`src/rtl/pfc_sup_pkg.sv`:
```
package pfc_sup_pkg;

    typedef enum logic [1:0] {
        ST_OFF     = 2'b00,
        ST_STARTUP = 2'b01,
        ST_STANDBY = 2'b10,
        ST_NORMAL  = 2'b11
    } sup_state_e;

    // Comparator decisions, after synchronisation
    typedef struct packed {
        logic out_95;
        logic out_85;
        logic bo_lo;
        logic bo_hi;
        logic fb_ok;
        logic vcc_uvlo;
        logic vcc_on;
    } cmp_flags_t;

    localparam int unsigned NUM_FLAGS = $bits(cmp_flags_t);

    function automatic logic is_running(sup_state_e s);
        return (s == ST_STARTUP) || (s == ST_NORMAL);
    endfunction

    function automatic logic is_parked(sup_state_e s);
        return (s == ST_OFF) || (s == ST_STANDBY);
    endfunction

    // Two-threshold decision: the upper flag sets it, a low lower flag clears it
    function automatic logic bo_decide(logic hi, logic lo, logic prev);
        return hi | (lo & prev);
    endfunction

endpackage

```
`src/rtl/pfc_sync_bank.sv`:
```
module pfc_sync_bank #(
    parameter int unsigned WIDTH  = 7,
    parameter int unsigned STAGES = 2
) (
    input  logic             clk,
    input  logic             rst,
    input  logic [WIDTH-1:0] d,
    output logic [WIDTH-1:0] q
);
    localparam int unsigned LAST = STAGES - 1;

    for (genvar b = 0; b < WIDTH; b++) begin : g_bit
        logic [STAGES-1:0] chain;
        always_ff @(posedge clk) begin
            if (rst) chain <= '0;
            else     chain <= {chain[STAGES-2:0], d[b]};
        end
        assign q[b] = chain[LAST];
    end
endmodule

```
`src/rtl/pfc_brownout_hyst.sv`:
```
module pfc_brownout_hyst
    import pfc_sup_pkg::*;
(
    input  logic clk,
    input  logic rst,
    input  logic above_hi,
    input  logic above_lo,
    output logic ok_next
);
    logic ok_q;

    assign ok_next = bo_decide(above_hi, above_lo, ok_q);

    always_ff @(posedge clk) begin
        if (rst) ok_q <= 1'b0;
        else     ok_q <= ok_next;
    end
endmodule

```
`src/rtl/pfc_mode_fsm.sv`:
```
module pfc_mode_fsm
    import pfc_sup_pkg::*;
(
    input  logic       clk,
    input  logic       rst,
    input  cmp_flags_t flags,
    input  logic       bo_ok,
    output sup_state_e state
);
    sup_state_e state_d;

    always_comb begin
        state_d = state;
        if (flags.vcc_uvlo) begin
            state_d = ST_OFF;
        end else begin
            unique case (state)
                ST_OFF: begin
                    if (flags.vcc_on && flags.fb_ok && flags.bo_hi)
                        state_d = ST_STARTUP;
                end
                ST_STANDBY: begin
                    if (flags.fb_ok && flags.bo_hi)
                        state_d = ST_NORMAL;
                end
                default: begin
                    if (!flags.fb_ok || !bo_ok)
                        state_d = ST_STANDBY;
                    else if (state == ST_STARTUP && flags.out_95)
                        state_d = ST_NORMAL;
                end
            endcase
        end
    end

    always_ff @(posedge clk) begin
        if (rst) state <= ST_OFF;
        else     state <= state_d;
    end
endmodule

```
`src/rtl/pfc_mode_supervisor.sv`:
```
module pfc_mode_supervisor
    import pfc_sup_pkg::*;
#(
    parameter int unsigned SYNC_STAGES = 2
) (
    input  logic       clk,
    input  logic       rst,
    input  logic       vcc_on_i,
    input  logic       vcc_uvlo_i,
    input  logic       fb_ok_i,
    input  logic       bo_hi_i,
    input  logic       bo_lo_i,
    input  logic       out_85_i,
    input  logic       out_95_i,
    output logic [1:0] state_o,
    output logic       fault_o,
    output logic       gate_en_o,
    output logic       vcomp_clamp_o,
    output logic       icomp_clamp_o,
    output logic       src_boost_o,
    output logic       lvl_shift_o
);
    cmp_flags_t flags_raw;
    cmp_flags_t flags_s;
    logic       bo_ok;
    sup_state_e state_q;

    always_comb begin
        flags_raw.vcc_on   = vcc_on_i;
        flags_raw.vcc_uvlo = vcc_uvlo_i;
        flags_raw.fb_ok    = fb_ok_i;
        flags_raw.bo_hi    = bo_hi_i;
        flags_raw.bo_lo    = bo_lo_i;
        flags_raw.out_85   = out_85_i;
        flags_raw.out_95   = out_95_i;
    end

    pfc_sync_bank #(
        .WIDTH  (NUM_FLAGS),
        .STAGES (SYNC_STAGES)
    ) u_sync (
        .clk (clk),
        .rst (rst),
        .d   (flags_raw),
        .q   (flags_s)
    );

    pfc_brownout_hyst u_bo (
        .clk      (clk),
        .rst      (rst),
        .above_hi (flags_s.bo_hi),
        .above_lo (flags_s.bo_lo),
        .ok_next  (bo_ok)
    );

    pfc_mode_fsm u_fsm (
        .clk   (clk),
        .rst   (rst),
        .flags (flags_s),
        .bo_ok (bo_ok),
        .state (state_q)
    );

    assign state_o       = state_q;
    assign fault_o       = is_parked(state_q);
    assign vcomp_clamp_o = is_parked(state_q);
    assign icomp_clamp_o = is_parked(state_q);
    assign gate_en_o     = is_running(state_q) && !flags_s.vcc_uvlo;
    assign src_boost_o   = (state_q == ST_STARTUP) && !flags_s.out_85;
    assign lvl_shift_o   = (state_q == ST_STARTUP) && !flags_s.out_95;
endmodule

```
`config.mk`:
```
export PLATFORM = sky130hd
export DESIGN_NAME = pfc_mode_supervisor
export DESIGN_NICKNAME = d
export VERILOG_FILES = /design/src/rtl/pfc_sup_pkg.sv /design/src/rtl/pfc_sync_bank.sv /design/src/rtl/pfc_brownout_hyst.sv /design/src/rtl/pfc_mode_fsm.sv /design/src/rtl/pfc_mode_supervisor.sv
export SDC_FILE = /design/constraint.sdc
export NUM_CORES = 1
export LEC_CHECK = 0
export ABC_AREA = 1
export BUFFER_PORTS_ARGS = -buffer_cell sky130_fd_sc_hd__buf_4
export CORE_AREA = 2 2 39 41
export DETAILED_ROUTE_END_ITERATION = 10
export DIE_AREA = 0 0 41 43
export PLACE_DENSITY = 0.67
export SLEW_MARGIN = 30
export SYNTH_ARGS = -nofsm -noshare
export SYNTH_HDL_FRONTEND = slang
export SYNTH_SLANG_ARGS = --single-unit
```
`constraint.sdc`:
```
create_clock -name clk -period 1 [get_ports clk]
set_input_delay 0.15 -clock clk [delete_from_list [all_inputs] [get_ports clk]]
set_output_delay 0.15 -clock clk [all_outputs]
set_load 0.02 [all_outputs]
```
After elaboration in Yosys (flattened, before gate mapping)
Index checks and enable logic that the tools add are counted.
{"block": "classes", "add_sub_neg": 0, "n_mul": 0, "div_mod_pow": 0, "magnitude_cmp": 0, "eq_ne": 5, "shift": 0, "mux": 5, "n_bitwise": 2, "n_reduce_logical": 19}
{"op": "$mux W2", "n": 4}
{"op": "$logic_and A1 B1 Y1", "n": 7}
{"op": "$logic_not A1 Y1", "n": 5}
{"op": "$eq A2 B2 Y1 const B", "n": 2}
{"op": "$ne A2 B1 Y1 const B", "n": 2}
{"op": "$pmux W2 S2", "n": 1}
{"op": "$reduce_bool A4 Y1", "n": 1}
{"op": "$logic_or A1 B1 Y1", "n": 3}
{"op": "$reduce_and A3 Y1", "n": 1}
{"op": "$eq A2 B1 Y1 const B", "n": 1}
{"op": "$logic_not A2 Y1", "n": 1}
{"op": "$reduce_or A2 Y1", "n": 1}
{"op": "$and A1 B1 Y1", "n": 1}
{"op": "$or A1 B1 Y1", "n": 1}
{"block": "totals", "ff_bits": 17, "latch_bits": 0, "ram_bits": 0, "romBits": 0, "in_bits": 9, "out_inout_bits": 8, "n_memories": 0}

Longest topological paths before layout
Gate-level depths: netlist of run 1.
{"block": "logic_depth", "depth_word": 6, "depth_mapped": 6}

Hierarchy
From an unflattened synthesis of run 1, not the netlist that was laid out.
{"block": "unflattened", "cells_unflattened": 79, "hier_area_um2": 631.9}
{"mod": "pfc_sync_bank", "n_inst": 1, "cells_per_inst": 50, "area_each_um2": 449.2, "seq_area_each_um2": 280.3}
{"mod": "pfc_mode_fsm", "n_inst": 1, "cells_per_inst": 16, "area_each_um2": 105.1, "seq_area_each_um2": 40.0}
{"mod": "pfc_brownout_hyst", "n_inst": 1, "cells_per_inst": 5, "area_each_um2": 40.0, "seq_area_each_um2": 20.0}
{"mod": "pfc_mode_supervisor", "n_inst": 1, "cells_per_inst": 8, "area_each_um2": 37.5, "seq_area_each_um2": 0.0}

Worst setup path after synthesis of run 1
OpenSTA, ideal clock, no wires.
{"block": "synth_timing", "path_kind": "register to output", "from": "reg u_fsm.state[0]", "to": "out lvl_shift_o", "t_arrival_ps": 1149, "required_ps": 850, "path_slack_ps": -299, "stages_incl_launch_ff": 4, "n_path_buf": 0, "path_cell_list": "dfxtp_1 -> inv_2 -> or2_1 -> nor2_1"}
{"block": "synth_between", "elab_chain_cells": 2}
{"item": "from (decl)", "line": "pfc_mode_fsm.sv:8", "text": "output sup_state_e state"}
{"item": "from (signal assigned)", "line": "pfc_mode_fsm.sv:38", "text": "else state <= state_d;"}
{"item": "$eq A2 B1 Y1", "line": "pfc_mode_supervisor.sv:70", "text": "assign lvl_shift_o = (state_q == ST_STARTUP) && !flags_s.out_95;"}
{"item": "$logic_and A1 B1 Y1", "line": "pfc_mode_supervisor.sv:70"}
{"item": "to (decl)", "line": "pfc_mode_supervisor.sv:21", "text": "output logic lvl_shift_o"}
No other way between the ends.

Final worst setup path of run 1
Ends and elaborated chain as after synthesis.

==> impl_metrics.toml, run 1 <==
[clock_tree]
hold_buffers = 0
clk_latency_ps = 290
cts_made_buffers = 3
h-tree-depth = 1
cts_tree = "yes"
clkSlewWorstSetupHoldPaths_ps = 100
cts_sinks = 17
clock_path_buffers = 2
cts_root_buf = "clkbuf_4"

[synthesis]
synthTopCellsByArea = "dfxtp_1, nor2_1, inv_1"
synth.largest_area_cell = "dfxtp_1"
yosys.area.top_type_share_pct = 61.26
synth_area_per_cell_um2 = 7.936
netlist_area_um2 = 555.5
yosysUniqueCellTypes = 10
seq_area_frac_synth_pct = 61.26
synth_edf_count = 0
ys_async_sr_fraction_pct = 0
synth_common_cells = "nor2_1, dfxtp_1, inv_1, nand2_1, a21oi_1"
yosysWarnings = 0
syn_nets = 79
ys_ff_latch = 17
synth_most_common_cell = "nor2_1"
synthCells = 70
ys_dominant_reg_cell = "dfxtp_1"

[layout]
diodes = 0
postLayoutCoreUtil_pct = 57.14
drive_above_1_share_pct = 33.71
area_delta_synth_final_pct = 42.34
final_nets = 99
fin_area_um2 = 790.8

[timing]
relSlewSlack_pct = 89.81
rsz0062_at_grt = "yes"
clock_skew_ps = 7.769
finalHoldViolCount = 0
worst_pin_slew_ps = 152.8
clock.fmax_ghz = 0.7779
slew_violations = 0
finalSetupViolCount = 7
timing.hold.ws_ps = 51.81
layout_setup_ws_ps = -285.5
fin_crit_ps = 1286
period_share_pct = 128.6

[power]
p_leak_nw = 0.3905
vdd_drop_max_uv = 709.7
p_total_mw = 1.137
power_density_nw_per_um2 = 1438

[placement]
io_buffers = 16
dp_slack_ps = -9.978
dpl_cell_area_um2 = 719.4
hpwl_um = 581.7
gp_congestion = 0.6391

[floorplan]
std_cell_rows = 14
die_h_um = 43
initial_core_util_pct = 40.14
ioPinCount = 17
core-area_um2 = 1384
die-area_um2 = 1763
die_x_um = 41

[worst_setup_path]
cp_max_fo = 2
max_stage_delay_ps = 380
cp_slowest_cell = "dfxtp_4"
rrSetupSlack_ps = 200
reg2reg_depth = 3
cp.arrival_ps = 1140
crit_type = "flip-flop to output port"
r2r_end = "u_fsm.state[1]"
cp-end-kind = "output port"
crit_chain = "inv_6, or2_4, nor2_4, buf_6"
worst_ep_required_time_ps = 850
r2r_start = "u_fsm.state[0]"
start_kind = "flip-flop"

[run_status]
outcome = "finished, violations left"
violations = "negative setup slack"

[min_path]
min_delay_worst_endpoint = "u_sync.g_bit[0].chain[0]"
holdCritStartpoint = "vcc_on_i"
min_path_cells = 3
min_path_type = "primary input to flip-flop"

[route]
drc = 0
wl_um = 749
first_pass_iters = 4
final_antenna_net_count = 0
drtIter0Drc = 6
via_count = 433
via_per_inst = 4.124
wire_per_inst_um = 7.133

[global_route]
grt_pass1_wl_um = 1345
antenna_found_initial = 0
grt_pass1_vias = 361
grtUsageTotal_pct = 11.76
globalRoute.totalOverflow = 0
grt_max_degree = 17

[flow_run]
maxCapViolations = 0
==> cell type report <==
type	instances	area [um^2]
clock buffers	3	22.52
clock inverters	1	6.256
fillers	122	593.1
inverters	17	68.82
multi-input cells	32	151.4
flip-flops and latches	17	345.3
well taps	16	20.02
repair buffers	19	176.4
==> repair_timing <==
action,CTS,global route
endpoints found under the setup margin,8,8
pin swaps,1,1
gates resized for setup,13,1
buffers inserted,1,1
==> kinds of logic after synthesis <==
group	synth area share (%)
DFF	61.26
and+or+nand+nor	20.05
buffers and inverters	15.99
AOI/OAI and AO/OA	2.702
==> per-layer routing <==
layer	global-route usage, %	wire, um	up-vias
met2	18.75	398	15
met4	10.00	22	0
li1	-	-	232
met5	0	0	-
met3	3.141	44	4
met1	11.63	283	182
==> critical path: cells and delay by family (launching register included) <==
kind                   cells  cell delay [ps]
and+or+nand+nor            2              340
DFF                        1              380
buffers and inverters      2              150
==> worst max path at each step <==
| stage | depth (start not counted) | endpoint | from |
|---|---|---|---|
| after global routing | 4 | src_boost_o | u_fsm.state[0] |
| final | 4 | lvl_shift_o | u_fsm.state[0] |
| after floorplan | 3 | lvl_shift_o | u_fsm.state[0] |
| after global placement | 4 | lvl_shift_o | u_fsm.state[0] |
| after CTS | 4 | lvl_shift_o | u_fsm.state[0] |
| after detailed placement | 4 | lvl_shift_o | u_fsm.state[0] |
==> registers in the layout (all words and copies together) (netlist names) <==
register            cells
u_sync.g_bit.chain     14
u_fsm.state             2
u_bo.ok_q               1
==> layout by cell type, fill, tap and decap left out <==
cell type,count
nand2_1,6
buf_4,10
buf_6,9
dfxtp_4,1
clkbuf_4,3
dfxtp_1,15
dfxtp_2,1
or2_4,1
nor2_4,3
a21oi_1,3
inv_1,16
inv_6,1
nor2_1,19
inv_4,1
==> power breakdown <==
part | internal, mW | total (mW) | switching, mW
logic | 0.0341 | 0.0629 | 0.0289
registers | 0.702 | 0.712 | 0.0105
clock network | 0.154 | 0.362 | 0.208
==> through the flow <==
step	setup TNS (ps)	cells
2_1_floorplan	-22.12	70
3_3_place_gp	0	101
3_5_place_dp	-9.978	101
4_1_cts	-1572	106
5_1_grt	-1529	105
6_report	-1169	105
(Power assumes the default switching activity.)
==> inputs of run 2 (changes only) <==
--- a/config.mk
+++ b/config.mk
@@ -5,12 +5,11 @@
 export SDC_FILE = /design/constraint.sdc
 export NUM_CORES = 1
 export LEC_CHECK = 0
-export ABC_AREA = 1
 export BUFFER_PORTS_ARGS = -buffer_cell sky130_fd_sc_hd__buf_4
 export CORE_AREA = 2 2 39 41
 export DETAILED_ROUTE_END_ITERATION = 10
 export DIE_AREA = 0 0 41 43
-export PLACE_DENSITY = 0.67
+export PLACE_DENSITY = 0.65
 export SLEW_MARGIN = 30
 export SYNTH_ARGS = -nofsm -noshare
 export SYNTH_HDL_FRONTEND = slang
==> run 2 against run 1 <==
The run still ends with negative setup slack left. Critical path depth is 1 lower. Cell count is 19% lower. Power is 1.4% lower. Synthesized cell count is 31% lower. Utilization is 1.1 points higher. Worst hold slack better by 16 ps. Global-route usage is 0.27 points lower. Clock skew is 5.3 ps lower. Worst setup slack better by 140 ps. Largest cell class unchanged.
==> impl_metrics.toml, run 2 <==
[timing]
worst_pin_slew_ps = 365.0
fin_crit_ps = 1145
finalHoldViolCount = 0
clock.fmax_ghz = 0.8733
rsz0062_at_grt = "yes"
period_share_pct = 114.5
layout_setup_ws_ps = -145.1
relSlewSlack_pct = 75.67
clock_skew_ps = 2.503
tns_ps = -574.7
slew_violations = 0
finalSetupViolCount = 8

[synthesis]
synth_common_cells = "dfxtp_1, nor2b_1, nor2_1"
yosysWarnings = 0
yosysUniqueCellTypes = 14
synthCells = 48
ys_async_sr_fraction_pct = 0
synth_edf_count = 0
synth.largest_area_cell = "dfxtp_1"
syn_nets = 57
synthTopCellsByArea = "dfxtp_1, nor2b_1, nor2_1"
synth_most_common_cell = "dfxtp_1"
ys_ff_latch = 17
synth_area_per_cell_um2 = 11.13
yosys.area.top_type_share_pct = 63.70
seq_area_frac_synth_pct = 63.70
netlist_area_um2 = 534.3
ys_dominant_reg_cell = "dfxtp_1"

[global_route]
use_met3_pct = 4.712
antenna_found_initial = 0
grt_max_degree = 17
grtUsageTotal_pct = 11.50
met2_usage_pct = 16.25
globalRoute.totalOverflow = 0
busiest_layer = "met2"
grtUsageMet1_pct = 11.41
grt_pass1_wl_um = 1242
grt_pass1_vias = 320

[worst_setup_path]
cp_max_fo = 2
cp.arrival_ps = 1000
crit_type = "flip-flop to output port"
crit_chain = "nand2b_4, nor2_4, buf_6"
cp-end-kind = "output port"
max_stage_delay_ps = 350
start_kind = "flip-flop"
worst_ep_required_time_ps = 850
cp_slowest_cell = "dfxtp_4"

[layout]
final_nets = 79
top_register = "u_sync.g_bit.chain"
diodes = 0
final_common_cell = "dfxtp_1"
fin_area_um2 = 805.8
largestRegisters = "u_sync.g_bit.chain: 14 flops, u_fsm.state: 2 flops, u_bo.ok_q: 1 flops"
drive_above_1_share_pct = 49.28
largest_reg_flops = 14
fillerInstances = 137
final_cell_mix = "dfxtp_1, nor2b_1, buf_4"
area_delta_synth_final_pct = 50.82

[power]
power_density_nw_per_um2 = 1391
p_total_mw = 1.121
p_leak_nw = 0.3344
vdd_drop_max_uv = 857.2

[min_path]
min_path_type = "primary input to flip-flop"

[clock_tree]
clkSlewWorstSetupHoldPaths_ps = 90
cts_root_buf = "clkbuf_4"
cts_made_buffers = 3
clk_latency_ps = 280
cts_sinks = 17
cts_tree = "yes"
clock_path_buffers = 2
h-tree-depth = 1

[floorplan]
initial_core_util_pct = 38.61
die_h_um = 43
die_x_um = 41
std_cell_rows = 14
ioPinCount = 17
die-area_um2 = 1763
core-area_um2 = 1384

[route]
via_per_inst = 4.353
drc = 0
wl_um = 751
via_count = 370
wire_per_inst_um = 8.835
final_antenna_net_count = 0
first_pass_iters = 1
drtIter0Drc = 0

[flow_run]
maxCapViolations = 0

[placement]
gp_congestion = 0.5889
hpwl_um = 510.3
io_buffers = 16
dpl_cell_area_um2 = 681.9

[run_status]
violations = "negative setup slack"
outcome = "finished, violations left"
-- run 2: worst paths after layout --
| check | start | slack (ps) | endpoint | cells after the start |
|---|---|---|---|---|
| max | u_fsm.state[1] | -150 | lvl_shift_o | 3 |
| min | vcc_on_i | 70 | u_sync.g_bit[0].chain[0] | 2 |
| min reg2reg | u_sync.g_bit[5].chain[0] | 440 | u_sync.g_bit[5].chain[1] | 1 |
| max reg2reg | u_fsm.state[1] | -130 | u_fsm.state[1] | 3 |
-- run 2: cells by family after synthesis --
kind of cell	after synthesis	share of synthesized area, %
and+or+nand+nor	22	24.36
AOI/OAI and AO/OA	4	6.789
DFF	17	63.70
buffers and inverters	5	5.151
-- run 2: area by class of cell --
type                       count  area (um^2)  share of cell area (%)
clock inverter                 1        5.005                  0.6211
inverter                       2        12.51                   1.553
timing repair buffer          20        183.9                   22.83
multi-input combinational     26        212.7                   26.40
tap                           16        20.02                   2.484
clock buffer                   3        22.52                   2.795
sequential                    17        349.1                   43.32
-- run 2: stage by stage --
step	hold slack (ps)	utilization [%]	cells	worst slack (ps)
floorplan	221.6	-	48	-2.949
global placement	357.0	49.28	79	21.43
detailed placement	358.8	49.28	79	-27.19
CTS	57.00	54.88	85	-162.6
global route	50.36	58.23	85	-199.2
finish	68.09	58.23	85	-145.1
-- run 2: worst max-delay path, delay by kind of cell (launching register included) --
family | cells | cell delay, ps
AND/OR/NAND/NOR | 2 | 240
buffers and inverters | 1 | 120
flip-flops | 1 | 350
-- run 2: what timing repair did --
action	CTS	global route
hold buffers	0	0
endpoints found under the setup margin	7	10
hold endpoints to repair	0	0
pin swaps	3	2
gates resized for setup	10	12
buffers inserted	3	0
-- run 2: report_power, final --
| group | internal (mW) | switching (mW) | leakage, nW |
|---|---|---|---|
| clock network | 0.148 | 0.200 | 0.0177 |
| registers | 0.699 | 0.00950 | 0.142 |
| logic | 0.0407 | 0.0233 | 0.175 |
-- run 2: metal layers --
metal | part of all wire [%] | vias up
met2 | 51 | 15
met3 | 7.7 | 2
met4 | 2.0 | 0
met5 | 0 | -
met1 | 39 | 161
li1 | - | 192
